[src/rtl/mc_seq_pkg.sv]
// Shared definitions for the multicycle sequencer.
// Assumes the phase codes run from 0 upward, so that code N maps to enable bit N.
package mc_seq_pkg;
    typedef enum logic [2:0] {
        PH_FETCH  = 3'd0,
        PH_DECODE = 3'd1,
        PH_EXEC   = 3'd2,
        PH_LOAD   = 3'd3,
        PH_STORE  = 3'd4,
        PH_WBACK  = 3'd5
    } phase_t;

    localparam int unsigned PH_COUNT = 6;
endpackage

[src/rtl/seq_fsm.sv]
// Phase state register and next-phase logic.
// Assumes the instruction flags are valid while the machine is in execute.
module seq_fsm
    import mc_seq_pkg::*;
(
    input  logic   clk,
    input  logic   rst_n,
    input  logic   ready,
    input  logic   ins_load,
    input  logic   ins_store,
    input  logic   ins_has_dest,
    output phase_t state
);
    phase_t state_nx;

    // Next-phase selection; execute uses load > store > dest priority.
    always_comb begin
        state_nx = state;
        unique case (state)
            PH_FETCH:  if (ready) state_nx = PH_DECODE;
            PH_DECODE: state_nx = PH_EXEC;
            PH_EXEC: begin
                if (ins_load)          state_nx = PH_LOAD;
                else if (ins_store)    state_nx = PH_STORE;
                else if (ins_has_dest) state_nx = PH_WBACK;
                else                   state_nx = PH_FETCH;
            end
            PH_LOAD:   if (ready) state_nx = PH_WBACK;
            PH_STORE:  if (ready) state_nx = PH_FETCH;
            PH_WBACK:  state_nx = PH_FETCH;
            default:   state_nx = PH_FETCH;
        endcase
    end

    // Phase register with synchronous active-low reset to fetch.
    always_ff @(posedge clk) begin
        if (!rst_n) state <= PH_FETCH;
        else        state <= state_nx;
    end
endmodule

[src/rtl/seq_phase_dec.sv]
// Decodes the phase code into one enable bit per phase (Moore outputs).
// Assumes enable bit N corresponds to phase code N.
module seq_phase_dec
    import mc_seq_pkg::*;
#(
    parameter int unsigned NPH = PH_COUNT
) (
    input  phase_t         state,
    output logic [NPH-1:0] en
);
    for (genvar g = 0; g < NPH; g++) begin : g_en
        localparam logic [2:0] CODE = 3'(g);
        // One comparator per phase.
        assign en[g] = (state == phase_t'(CODE));
    end
endmodule

[src/rtl/seq_bus_ctl.sv]
// Bus-side control: valid, address source selection, ALU result latch
// and read-data capture. Assumes the phase enables are one-hot.
module seq_bus_ctl #(
    parameter int unsigned AW = 32,
    parameter int unsigned DW = 32
) (
    input  logic          clk,
    input  logic          rst_n,
    input  logic          fetch_en,
    input  logic          exec_en,
    input  logic          load_en,
    input  logic          store_en,
    input  logic          ready,
    input  logic [AW-1:0] pc_in,
    input  logic [AW-1:0] alu_in,
    input  logic [DW-1:0] bus_rdata,
    output logic          bus_valid,
    output logic          addr_sel,
    output logic [AW-1:0] bus_addr,
    output logic [DW-1:0] rdata_q
);
    logic [AW-1:0] alu_q;
    logic          xfer_done;

    // Request the bus in the three transfer phases.
    always_comb begin
        bus_valid = fetch_en | load_en | store_en;
        xfer_done = bus_valid & ready;
        addr_sel  = ~fetch_en;
        bus_addr  = addr_sel ? alu_q : pc_in;
    end

    // Latch the ALU result at the end of execute only.
    always_ff @(posedge clk) begin
        if (!rst_n)       alu_q <= '0;
        else if (exec_en) alu_q <= alu_in;
    end

    // Capture read data when a transfer completes.
    always_ff @(posedge clk) begin
        if (!rst_n)         rdata_q <= '0;
        else if (xfer_done) rdata_q <= bus_rdata;
    end
endmodule

[src/rtl/mc_sequencer.sv]
// Top of the multicycle sequencer: phase machine, enable decoder and bus control.
// Assumes pc_in stays stable while a fetch waits for ready.
module mc_sequencer
    import mc_seq_pkg::*;
#(
    parameter int unsigned AW = 32,
    parameter int unsigned DW = 32
) (
    input  logic                clk,
    input  logic                rst_n,
    input  logic                ready,
    input  logic                ins_load,
    input  logic                ins_store,
    input  logic                ins_has_dest,
    input  logic [AW-1:0]       pc_in,
    input  logic [AW-1:0]       alu_in,
    input  logic [DW-1:0]       bus_rdata,
    output logic [PH_COUNT-1:0] phase_en,
    output logic                bus_valid,
    output logic                addr_sel,
    output logic [AW-1:0]       bus_addr,
    output logic [DW-1:0]       rdata_q
);
    phase_t state;

    seq_fsm u_fsm (
        .clk          (clk),
        .rst_n        (rst_n),
        .ready        (ready),
        .ins_load     (ins_load),
        .ins_store    (ins_store),
        .ins_has_dest (ins_has_dest),
        .state        (state)
    );

    seq_phase_dec #(.NPH(PH_COUNT)) u_dec (
        .state (state),
        .en    (phase_en)
    );

    seq_bus_ctl #(.AW(AW), .DW(DW)) u_bus (
        .clk       (clk),
        .rst_n     (rst_n),
        .fetch_en  (phase_en[PH_FETCH]),
        .exec_en   (phase_en[PH_EXEC]),
        .load_en   (phase_en[PH_LOAD]),
        .store_en  (phase_en[PH_STORE]),
        .ready     (ready),
        .pc_in     (pc_in),
        .alu_in    (alu_in),
        .bus_rdata (bus_rdata),
        .bus_valid (bus_valid),
        .addr_sel  (addr_sel),
        .bus_addr  (bus_addr),
        .rdata_q   (rdata_q)
    );
endmodule

[config.mk]
export PLATFORM = sky130hd
export DESIGN_NAME = mc_sequencer
export DESIGN_NICKNAME = d
export VERILOG_FILES = /design/src/rtl/mc_seq_pkg.sv /design/src/rtl/seq_fsm.sv /design/src/rtl/seq_phase_dec.sv /design/src/rtl/seq_bus_ctl.sv /design/src/rtl/mc_sequencer.sv
export SDC_FILE = /design/constraint.sdc
export NUM_CORES = 1
export LEC_CHECK = 0
export BUFFER_PORTS_ARGS = -buffer_cell sky130_fd_sc_hd__buf_4
export CELL_PAD_IN_SITES_DETAIL_PLACEMENT = 2
export CELL_PAD_IN_SITES_GLOBAL_PLACEMENT = 2
export CORE_MARGIN = 8
export CORE_UTILIZATION = 26
export CTS_CLUSTER_DIAMETER = 120
export CTS_CLUSTER_SIZE = 40
export DETAILED_ROUTE_END_ITERATION = 10
export PLACE_DENSITY = 0.93
export SLEW_MARGIN = 20
export SYNTH_ARGS = -nofsm -noshare
export SYNTH_HDL_FRONTEND = slang
export SYNTH_SLANG_ARGS = --single-unit
[constraint.sdc]
create_clock -name clk -period 3 [get_ports clk]
set_clock_uncertainty 0.1 [all_clocks]
set_input_delay 0.45 -clock clk [delete_from_list [all_inputs] [get_ports clk]]
set_output_delay 0.45 -clock clk [all_outputs]
set_load 0.1 [all_outputs]
==> results of run 1 <==
worst max-delay path by stage:
stage | to | slack (ps) | cells past startpoint
floorplan | phase_en[5] | 500 | 2
global placement | bus_addr[4] | 860 | 4
detailed placement | bus_addr[4] | 800 | 4
CTS | bus_addr[4] | 450 | 4
global route | bus_addr[4] | 340 | 4
finish | bus_addr[4] | 460 | 4
Yosys cell counts (2+ instances only):
| cell | count |
|---|---|
| mux2_2 | 28 |
| buf_4 | 7 |
| buf_6 | 5 |
| clkbuf_1 | 9 |
| dfxtp_1 | 67 |
| inv_1 | 2 |
| buf_12 | 3 |
| nand2_1 | 128 |
| a21boi_1 | 29 |
| nor3_1 | 4 |
| a21boi_0 | 4 |
| mux2i_1 | 32 |
| buf_2 | 7 |
| nor2_1 | 5 |
| mux2_1 | 4 |
cells by family after synthesis:
group                  count (synthesis)
DFF                                   67
and+or+nand+nor                      146
buffers and inverters                 34
muxes                                 64
AOI/OAI and AO/OA                     37
metal layers:
layer	wire (um)	track usage	up-vias	share of wire
met1	4540	0.144	1439	0.39
met5	0	0	-	0
met4	89	0.0403	0	0.0077
met3	1100	0.0637	8	0.095
li1	-	-	1450	-
met2	5780	0.252	118	0.50
metrics by stage:
step / area [sq um] / hold WS, ps / total power [mW] / std cells
after floorplan: 3150 / 331 / 2.03 / 348
after global placement: 4420 / 340 / 2.29 / 640
after detailed placement: 4420 / 350 / 2.32 / 640
after CTS: 4750 / 263 / 3.51 / 656
after global routing: 4750 / 274 / 3.59 / 656
final: 4750 / 273 / 3.46 / 656
final cells by class:
type | count | area (sq um)
Inverter | 3 | 16.3
Multi-Input combinational cell | 247 | 1560
Clock inverter | 4 | 72.6
Timing Repair Buffer | 176 | 1320
Fill cell | 1363 | 7160
Tap cell | 147 | 184
Clock buffer | 12 | 256
Sequential cell | 67 | 1340
report_power, final:
group | switching (mW) | internal (mW) | leakage (nW)
Sequential | 0.0391 | 0.949 | 0.547
Combinational | 0.962 | 0.338 | 1.47
Clock | 0.399 | 0.772 | 0.159
Total | 1.40 | 2.06 | 2.17
registers in the layout, indices dropped and copies added (netlist names):
name           cells
u_bus.rdata_q     32
u_bus.alu_q       32
u_fsm.state        3
critical path, cell delays in order (launching register included):
cell and delay, ps:
dfxtp_1 420, nor3_4 190, buf_4 390, mux2_2 400, buf_4 230
==> qor.json, run 1 <==
{
  "status": {
    "outcome": "finished, final reports clean"
  },
  "worst_setup_path": {
    "reg2reg_slack_ps": 1130,
    "cp-start-kind": "flip-flop",
    "cp.arrival_ps": 1990,
    "required_time_of_the_critical_path_ps": 2450,
    "worst_setup_path_end_kind": "output pin",
    "timing.rr.start": "u_fsm.state[1]",
    "worstRegToRegCells": 4,
    "largest_driver_fanout_on_the_critical_path": 34,
    "worstSetupPathType": "reg -> out",
    "setup.worst_path.start": "u_fsm.state[1]",
    "worst_r2r_endpoint": "u_bus.rdata_q[1]"
  },
  "synthesis": {
    "synth_warnings": 0,
    "synth.yosys.seq_area_share": 0.426,
    "number_of_synthesized_register_bits": 67,
    "netlist-cell-type-count": 29,
    "synth_compound_gate_area_share": 0.0874,
    "syn-instance-count": 348,
    "synth_edf_count": 0,
    "post_synthesis_instance_area_sq_mm": 0.00315,
    "yosysTopAreaCellShare": 0.426,
    "synth_top_family_by_area": "multiplexers",
    "synth.top_cells.by_area": "dfxtp_1 (43%), nand2_1 (15%), mux2i_1 (10%)",
    "synthDominantAreaCellType": "dfxtp_1",
    "synth_top_flop_cell": "dfxtp_1",
    "synth_area_per_cell_sq_um": 9.05,
    "synth_simple_gate_area_frac": 0.190,
    "muxShareOfSynthArea": 0.216,
    "syn_nets": 450,
    "synth_adder_area_share": 0,
    "async_reset_ff_frac": 0,
    "yosys.area_share.xor_xnor": 0
  },
  "timing": {
    "max_slew.worst_pin.slew_ps": 894,
    "rsz0062_at_grt": "no",
    "setup-tns-final_ps": 0,
    "post-route-worst-setup-slack_ps": 457,
    "post-route-period-util": 0.848,
    "final.min_clock_period_ps": 2540,
    "final-hold-violation-count": 0,
    "maxClockFrequency_ghz": 0.393,
    "max-slew-margin-rel": 0.404,
    "drv_slew": 0,
    "setup-violations-final": 0
  },
  "drt": {
    "wire_per_inst_um": 17.5,
    "totalWireLength_mm": 11.5,
    "route.antenna.remaining_nets": 0,
    "num_vias": 3015,
    "via_density_per_instance": 4.60,
    "route.detailed.drc": 0,
    "drt_pass1_iterations": 3,
    "detail_route.iter0.violations": 112
  },
  "global_routing": {
    "grt_max_degree": 99,
    "global_route.usage.total": 0.141,
    "antenna_violations_before_repair": 0,
    "first_global_vias": 3414,
    "grt_remaining_overflow": 0,
    "grt_pass1_wl_mm": 17.9
  },
  "pwr": {
    "max-vdd-ir-drop_mv": 0.228,
    "power.leakage_nw": 2.17,
    "powerDensity_mw_per_mm2": 728
  },
  "floorplanning": {
    "fp.dieH_um": 126,
    "chipWidth_um": 126,
    "io_pins": 174,
    "coreArea_sq_mm": 0.0119,
    "floorplan.rows": 40,
    "initial_core_util": 0.264,
    "die-area_sq_mm": 0.0159
  },
  "clocking": {
    "clock_tree.buffer_depth": 2,
    "post_cts_buffers": 0,
    "cts-buffers-inserted": 9,
    "cts.clk_slew.worst_paths_ps": 60,
    "post_cts_hold_buffer_count": 0,
    "clock_sink_count": 67,
    "cts_tree": "done",
    "clock_tree.htree_level_count": 3,
    "clock_latency_ps": 320,
    "cts_repair_resize_count": 0,
    "ctsRootBufferMaster": "clkbuf_16"
  },
  "finish": {
    "area_growth_pct": 50.9,
    "finish.net_count": 606,
    "final_common_cell": "buf_4",
    "diodes": 0,
    "most-common-layout-cells": "buf_4 (176), nand2_1 (128), dfxtp_1 (67)",
    "fin_util": 0.399,
    "drive_above_1_share": 0.440
  },
  "hold_path": {
    "worst_hold_path.endpoint": "u_bus.alu_q[14]",
    "hold_path_startpoint": "alu_in[14]",
    "worstHoldPathType": "in -> reg",
    "hold_path_depth": 3
  },
  "flow_run": {
    "drv.max_cap_violation_count": 0
  },
  "place": {
    "place_ws_ps": 804,
    "hpwlAfterDp_mm": 8.90,
    "gp_routability_congestion": 0.769,
    "numPortBuffers": 173
  }
}
(Power assumes the default switching activity.)
==> inputs of run 2 (changes only) <==
--- a/config.mk
+++ b/config.mk
@@ -9,11 +9,11 @@
 export CELL_PAD_IN_SITES_DETAIL_PLACEMENT = 2
 export CELL_PAD_IN_SITES_GLOBAL_PLACEMENT = 2
 export CORE_MARGIN = 8
-export CORE_UTILIZATION = 26
+export CORE_UTILIZATION = 22
 export CTS_CLUSTER_DIAMETER = 120
 export CTS_CLUSTER_SIZE = 40
 export DETAILED_ROUTE_END_ITERATION = 10
-export PLACE_DENSITY = 0.93
+export PLACE_DENSITY = 0.84
 export SLEW_MARGIN = 20
 export SYNTH_ARGS = -nofsm -noshare
 export SYNTH_HDL_FRONTEND = slang
==> constraint.sdc (replaced) <==
create_clock -name clk -period 2.06 [get_ports clk]
set_clock_uncertainty 0.1 [all_clocks]
set_input_delay 0.309 -clock clk [delete_from_list [all_inputs] [get_ports clk]]
set_output_delay 0.309 -clock clk [all_outputs]
set_load 0.1 [all_outputs]
==> run 2 against run 1 <==
Net effect:
- the run now ends with negative setup slack left
- worst setup slack lost 550 ps
- global-route usage fell by 0.68 points
- sequential power up 46%
- die area is 16% higher
- first-iteration DRC count decreased by 29%
- sequential cell count unchanged
- routed wire length up 14%
- design area grew 11%
- clock power is 13% higher
- combinational power up 75%
- power rose by 46%
- via count is 2.1% higher
- highest routed layer unchanged
==> qor.json, run 2 (synthesis gave the netlist of run 1 again) <==
{
  "global_routing": {
    "grt_max_degree": {"value": 55, "change": "-44%"},
    "global_route.usage.total": {"value": 0.134, "change": "-0.00681"},
    "first_global_vias": {"value": 3545, "change": "+3.8%"},
    "antenna_violations_before_repair": {"value": 0, "change": "unchanged"},
    "grt_pass1_wl": {"value": 19.3, "unit": "mm", "change": "+7.6%"},
    "grt_remaining_overflow": {"value": 0, "change": "unchanged"}
  },
  "drt": {
    "route.antenna.remaining_nets": {"value": 0, "change": "unchanged"},
    "route.detailed.drc": {"value": 0, "change": "unchanged"},
    "num_vias": {"value": 3079, "change": "+2.1%"},
    "wire_per_inst": {"value": 18.7, "unit": "um", "change": "+6.6%"},
    "drt_pass1_iterations": {"value": 3, "change": "unchanged"},
    "via_density_per_instance": {"value": 4.40, "change": "-4.2%"},
    "detail_route.iter0.violations": {"value": 80, "change": "-29%"},
    "totalWireLength": {"value": 13.1, "unit": "mm", "change": "+14%"}
  },
  "worst_setup_path": {
    "setup.worst_path.start": "u_fsm.state[0]",
    "reg2reg_slack": {"value": 230, "unit": "ps", "change": "-900 ps"},
    "required_time_of_the_critical_path": {"value": 1650, "unit": "ps", "change": "-800 ps"},
    "worst_setup_path_endpoint": "bus_addr[9]",
    "cp-start-kind": "flip-flop",
    "cp.arrival": {"value": 1740, "unit": "ps", "change": "-250 ps"},
    "worst_r2r_endpoint": "u_bus.alu_q[1]",
    "worst_setup_path_end_kind": "output pin",
    "path_common_cell": "buf_6",
    "worstSetupPathType": "reg -> out",
    "worstRegToRegCells": {"value": 6, "change": "+2"},
    "critPathMaxStageDelay": {"value": 380, "unit": "ps", "change": "-40 ps"},
    "cpMaxStageDelayCell": "dfxtp_2",
    "largest_driver_fanout_on_the_critical_path": {"value": 9, "change": "-74%"},
    "timing.rr.start": "u_fsm.state[1]",
    "worstPathCellList": "nor3_4 -> buf_6 -> clkbuf_16 -> mux2_2 -> buf_6"
  },
  "timing": {
    "drv_slew": {"value": 0, "change": "unchanged"},
    "rsz0062_at_grt": "yes",
    "maxClockFrequency_ghz": 0.464,
    "post-route-worst-setup-slack": {"value": -93.7, "unit": "ps", "change": "-551 ps"},
    "post-route-period-util": 1.05,
    "final.min_clock_period_ps": 2150,
    "setup-tns-final": {"value": -1860, "unit": "ps", "change": "-1860 ps"},
    "max_slew.worst_pin.slew": {"value": 404, "unit": "ps", "change": "-490 ps"},
    "final-hold-violation-count": {"value": 0, "change": "unchanged"},
    "max-slew-margin-rel": {"value": 0.731, "change": "+0.327"},
    "setup-violations-final": {"value": 32, "change": "+32"}
  },
  "finish": {
    "fin_area": {"value": 0.00528, "unit": "sq mm", "change": "+11%"},
    "area_growth_pct": 67.8,
    "registers_with_the_most_flip_flops": "u_bus.alu_q (32), u_bus.rdata_q (32), u_fsm.state (3)",
    "most-common-layout-cells": "buf_4 (145), nand2_1 (128), dfxtp_1 (64)",
    "diodes": {"value": 0, "change": "unchanged"},
    "multi_input_area": {"value": 0.00163, "unit": "sq mm", "change": "+4.6%"},
    "instances_no_fill": {"value": 699, "change": "+6.6%"},
    "drive_above_1_share": {"value": 0.461, "change": "+0.0204"},
    "area.sequential": {"value": 0.00135, "unit": "sq mm", "change": "+0.47%"},
    "fillers": {"value": 1528, "change": "+12%"},
    "finish.net_count": {"value": 618, "change": "+2.0%"},
    "final_common_cell": "buf_4"
  },
  "clocking": {
    "clock_tree.htree_level_count": {"value": 3, "change": "unchanged"},
    "cts_tree": "done",
    "cts-buffers-inserted": {"value": 9, "change": "unchanged"},
    "clock_tree.buffer_depth": {"value": 2, "change": "unchanged"},
    "clock_sink_count": {"value": 67, "change": "unchanged"},
    "clock_latency": {"value": 330, "unit": "ps", "change": "about the same"},
    "ctsRootBufferMaster": "clkbuf_16",
    "cts.clk_slew.worst_paths": {"value": 50, "unit": "ps", "change": "about the same"}
  },
  "status": {
    "violations": "negative setup slack",
    "outcome": "complete, but fails checks"
  },
  "hold_path": {
    "worstHoldPathType": "in -> reg",
    "hold_path_depth": {"value": 3, "change": "unchanged"}
  },
  "flow_run": {
    "drv.max_cap_violation_count": {"value": 0, "change": "unchanged"}
  },
  "place": {
    "dpl-instance-area": {"value": 0.00453, "unit": "sq mm", "change": "+2.5%"},
    "gp_routability_congestion": {"value": 0.713, "change": "-7.3%"},
    "numPlacedInstances": {"value": 677, "change": "+5.8%"},
    "hpwlAfterDp": {"value": 8.95, "unit": "mm", "change": "+0.54%"},
    "numPortBuffers": {"value": 173, "change": "unchanged"},
    "place_ws": {"value": 150, "unit": "ps", "change": "-654 ps"}
  },
  "floorplanning": {
    "io_pins": {"value": 174, "change": "unchanged"},
    "floorplan.rows": {"value": 43, "change": "+7.5%"},
    "fp.dieH": {"value": 136, "unit": "um", "change": "+7.6%"},
    "coreArea": {"value": 0.0139, "unit": "sq mm", "change": "+17%"},
    "die-area": {"value": 0.0184, "unit": "sq mm", "change": "+16%"},
    "chipWidth": {"value": 136, "unit": "um", "change": "+7.6%"},
    "initial_core_util": {"value": 0.226, "change": "-0.0384"}
  },
  "pwr": {
    "powerDensity": {"value": 953, "unit": "mW/mm^2", "change": "+31%"},
    "power.leakage": {"value": 2.40, "unit": "nW", "change": "+11%"},
    "power.total": {"value": 5.03, "unit": "mW", "change": "+46%"},
    "max-vdd-ir-drop": {"value": 0.310, "unit": "mV", "change": "+36%"}
  }
}
-- run 2: timing repair --
action                                 CTS  global route
setup buffers                            4             0
gates resized for setup                 64            33
endpoints found under the hold margin    0             0
cloned                                   2             2
pin swaps                                1             0
setup endpoints to repair               35            33
hold buffers                             0             0
-- run 2: area by class of cell --
class / count / area share
inverter: 3 / 0.00308
sequential: 67 / 0.255
timing repair buffer: 188 / 0.345
clock buffer: 14 / 0.0462
tap: 180 / 0.0426
multi-input combinational: 247 / 0.309
-- run 2: layer usage --
| metal | GRT usage | vias to the layer above | wire length, um |
|---|---|---|---|
| met5 | 0 | - | 0 |
| met4 | 0.0512 | 0 | 210 |
| met3 | 0.0549 | 15 | 1320 |
| met2 | 0.234 | 125 | 6460 |
| met1 | 0.140 | 1466 | 5090 |
| li1 | - | 1473 | - |
-- run 2: how the worst min path moves through the flow --
stage	endpoint	slack (ps)	start
final	u_bus.alu_q[28]	130	alu_in[28]
after global routing	u_bus.rdata_q[22]	130	bus_rdata[22]
after CTS	u_bus.alu_q[4]	110	alu_in[4]
after detailed placement	u_bus.alu_q[18]	350	u_bus.alu_q[18]
after global placement	u_bus.alu_q[10]	340	u_bus.alu_q[10]
after floorplan	u_bus.alu_q[10]	330	u_bus.alu_q[10]
-- run 2: power by group --
group	internal [mW]	switching, mW	leakage [nW]	total [mW]
registers	1.38	0.0554	0.549	1.44
logic	0.767	1.51	1.73	2.27
clock network	0.803	0.520	0.117	1.32
total	2.95	2.08	2.40	5.03
-- run 2: worst max-delay path: cells and delay by family, from the launching register on --
kind                   cells  cell delay [ps]
buffers and inverters      3              510
DFF                        1              380
muxes                      1              350
and+or+nand+nor            1              170
-- run 2: per-stage QoR --
step / hold slack (ps) / util
finish: 128 / 0.379
global route: 131 / 0.379
CTS: 114 / 0.366
detailed placement: 354 / 0.325
global placement: 341 / 0.325
floorplan: 333 / -
==> inputs of run 3 (changes only) <==
--- a/config.mk
+++ b/config.mk
@@ -14,6 +14,7 @@
 export CTS_CLUSTER_SIZE = 40
 export DETAILED_ROUTE_END_ITERATION = 10
 export PLACE_DENSITY = 0.84
+export SKIP_CTS_REPAIR_TIMING = 1
 export SLEW_MARGIN = 20
 export SYNTH_ARGS = -nofsm -noshare
 export SYNTH_HDL_FRONTEND = slang
==> run 3 against run 2 <==
Net effect:
- critical endpoint is now bus_addr[18]
- utilization rose by 0.31 points
- the flow still finishes with violations (negative setup slack)
- clock power barely moved
- largest power group unchanged
- highest routed layer unchanged
- largest cell class unchanged
- count of clock-buffer cells in the layout did not move
- via count rose by 0.97%
- critical path depth did not move
==> qor.json, run 3 (synthesis gave the netlist of run 1 again) <==
{
  "status": {
    "outcome": "complete, but fails checks",
    "violations": "negative setup slack"
  },
  "floorplanning": {
    "fp.dieH": {"value": 136, "unit": "um", "change": "unchanged"},
    "initial_core_util": {"value": 0.226, "change": "unchanged"},
    "chipWidth": {"value": 136, "unit": "um", "change": "unchanged"},
    "coreArea": {"value": 0.0139, "unit": "sq mm", "change": "unchanged"},
    "die-area": {"value": 0.0184, "unit": "sq mm", "change": "unchanged"},
    "floorplan.rows": {"value": 43, "change": "unchanged"},
    "io_pins": {"value": 174, "change": "unchanged"}
  },
  "global_routing": {
    "global_route.usage.total": {"value": 0.124, "change": "-0.00978"},
    "grt_remaining_overflow": {"value": 0, "change": "unchanged"},
    "grt_max_degree": {"value": 55, "change": "unchanged"},
    "grt_pass1_wl": {"value": 18.0, "unit": "mm", "change": "-6.6%"},
    "first_global_vias": {"value": 3429, "change": "-3.3%"},
    "antenna_violations_before_repair": {"value": 0, "change": "unchanged"}
  },
  "drt": {
    "via_density_per_instance": {"value": 4.46, "change": "+1.3%"},
    "num_vias": {"value": 3109, "change": "+0.97%"},
    "totalWireLength": {"value": 13.2, "unit": "mm", "change": "+1.2%"},
    "drt_pass1_iterations": {"value": 4, "change": "+1"},
    "route.detailed.drc": {"value": 0, "change": "unchanged"},
    "wire_per_inst": {"value": 19.0, "unit": "um", "change": "+1.5%"},
    "route.antenna.remaining_nets": {"value": 0, "change": "unchanged"},
    "detail_route.iter0.violations": {"value": 90, "change": "+13%"}
  },
  "pwr": {
    "max-vdd-ir-drop": {"value": 0.310, "unit": "mV", "change": "about the same"},
    "powerDensity": {"value": 952, "unit": "mW/mm^2", "change": "about the same"},
    "power.leakage": {"value": 2.43, "unit": "nW", "change": "+1.2%"}
  },
  "worst_setup_path": {
    "timing.rr.start": "u_fsm.state[1]",
    "cp-start-kind": "flip-flop",
    "largest_driver_fanout_on_the_critical_path": {"value": 8, "change": "-1"},
    "setup.worst_path.start": "u_fsm.state[2]",
    "required_time_of_the_critical_path": {"value": 1650, "unit": "ps", "change": "about the same"},
    "worstSetupPathType": "reg -> out",
    "worst_setup_path_end_kind": "output pin",
    "cp.arrival": {"value": 1800, "unit": "ps", "change": "+60 ps"}
  },
  "finish": {
    "diodes": {"value": 0, "change": "unchanged"},
    "registers_with_the_most_flip_flops": "u_bus.alu_q (32), u_bus.rdata_q (32), u_fsm.state (3)",
    "finish.net_count": {"value": 616, "change": "-0.32%"},
    "most-common-layout-cells": "buf_4 (145), nand2_1 (128), dfxtp_1 (65)",
    "area_growth_pct": 69.2,
    "final_common_cell": "buf_4",
    "fin_area": {"value": 0.00533, "unit": "sq mm", "change": "+0.83%"},
    "fillers": {"value": 1515, "change": "-0.85%"},
    "drive_above_1_share": {"value": 0.455, "change": "-0.00596"}
  },
  "flow_run": {
    "drv.max_cap_violation_count": {"value": 0, "change": "unchanged"}
  },
  "clocking": {
    "clock_sink_count": {"value": 67, "change": "unchanged"},
    "cts_tree": "done",
    "clock_latency": {"value": 330, "unit": "ps", "change": "about the same"},
    "cts.clk_slew.worst_paths": {"value": 50, "unit": "ps", "change": "about the same"},
    "clock_tree.buffer_depth": {"value": 2, "change": "unchanged"},
    "clock_tree.htree_level_count": {"value": 3, "change": "unchanged"},
    "cts-buffers-inserted": {"value": 9, "change": "unchanged"},
    "ctsRootBufferMaster": "clkbuf_16"
  },
  "timing": {
    "max-slew-margin-rel": {"value": 0.753, "change": "+0.0225"},
    "rsz0062_at_grt": "yes",
    "post-route-worst-setup-slack": {"value": -149, "unit": "ps", "change": "-55.1 ps"},
    "setup-violations-final": {"value": 33, "change": "+3.1%"},
    "maxClockFrequency": {"value": 0.453, "unit": "GHz", "change": "-2.5%"},
    "post-route-period-util": {"value": 1.07, "change": "+0.0267"},
    "final-hold-violation-count": {"value": 0, "change": "unchanged"},
    "max_slew.worst_pin.slew": {"value": 370, "unit": "ps", "change": "-33.7 ps"},
    "drv_slew": {"value": 0, "change": "unchanged"},
    "final.min_clock_period": {"value": 2210, "unit": "ps", "change": "+55.1 ps"},
    "timing.hold.ws": {"value": 127, "unit": "ps", "change": "-1.04 ps"}
  },
  "place": {
    "dpl-instance-area": {"value": 0.00453, "unit": "sq mm", "change": "unchanged"},
    "numPortBuffers": {"value": 173, "change": "unchanged"},
    "hpwlAfterDp": {"value": 8.95, "unit": "mm", "change": "unchanged"},
    "gp_routability_congestion": {"value": 0.713, "change": "unchanged"}
  },
  "hold_path": {
    "worstHoldPathType": "in -> reg",
    "hold_path_startpoint": "alu_in[28]"
  }
}
-- run 3: cell types whose count changed in the layout (fill, tap and decap cells not counted), sizes merged --
cell,before,now
buf,186,184
-- run 3: final cells by class --
type                            count  area, sq um  area share
Sequential cell                    67         1350       0.253
Inverter                            3         16.3     0.00305
Multi-Input combinational cell    247         1650       0.310
Tap cell                          180          225      0.0423
Timing Repair Buffer              186         1840       0.346
Clock buffer                       14          244      0.0458
-- run 3: worst paths after layout --
check,endpoint,slack [ps],depth (start not counted)
worst max-delay path,bus_addr[18],-150,5
worst min-delay path,u_bus.alu_q[28],130,3
worst max register to register,u_bus.alu_q[1],190,6
worst min register to register,u_bus.rdata_q[11],360,2
-- run 3: through the flow --
step | TNS (ps) | total power, mW | util | setup WS (ps) | cells
after detailed placement | 0 | 3.41 | 0.325 | 150 | 677
after floorplan | -31.2 | 2.97 | - | -31.2 | 348
final | -3140 | 5.07 | 0.382 | -149 | 697
after CTS | -5580 | 4.78 | 0.343 | -225 | 691
after global placement | 0 | 3.37 | 0.325 | 215 | 677
after global routing | -5000 | 5.28 | 0.382 | -203 | 697
-- run 3: routing by layer --
layer | global-route usage | up-vias | wire [um]
met5 | 0 | - | 0
met4 | 0.0463 | 0 | 167
met3 | 0.0545 | 11 | 1360
met2 | 0.213 | 129 | 6870
met1 | 0.131 | 1500 | 4830
li1 | - | 1469 | -
-- run 3: power breakdown --
part | internal (mW) | switching, mW
Sequential | 1.38 | 0.0560
Combinational | 0.790 | 1.51
Clock | 0.803 | 0.534
-- run 3: worst max-delay path, stage by stage, from the launching register on --
cell,delay (ps)
dfxtp_4,360
nor3_4,270
buf_12,170
clkbuf_16,170
mux2_4,330
buf_12,170
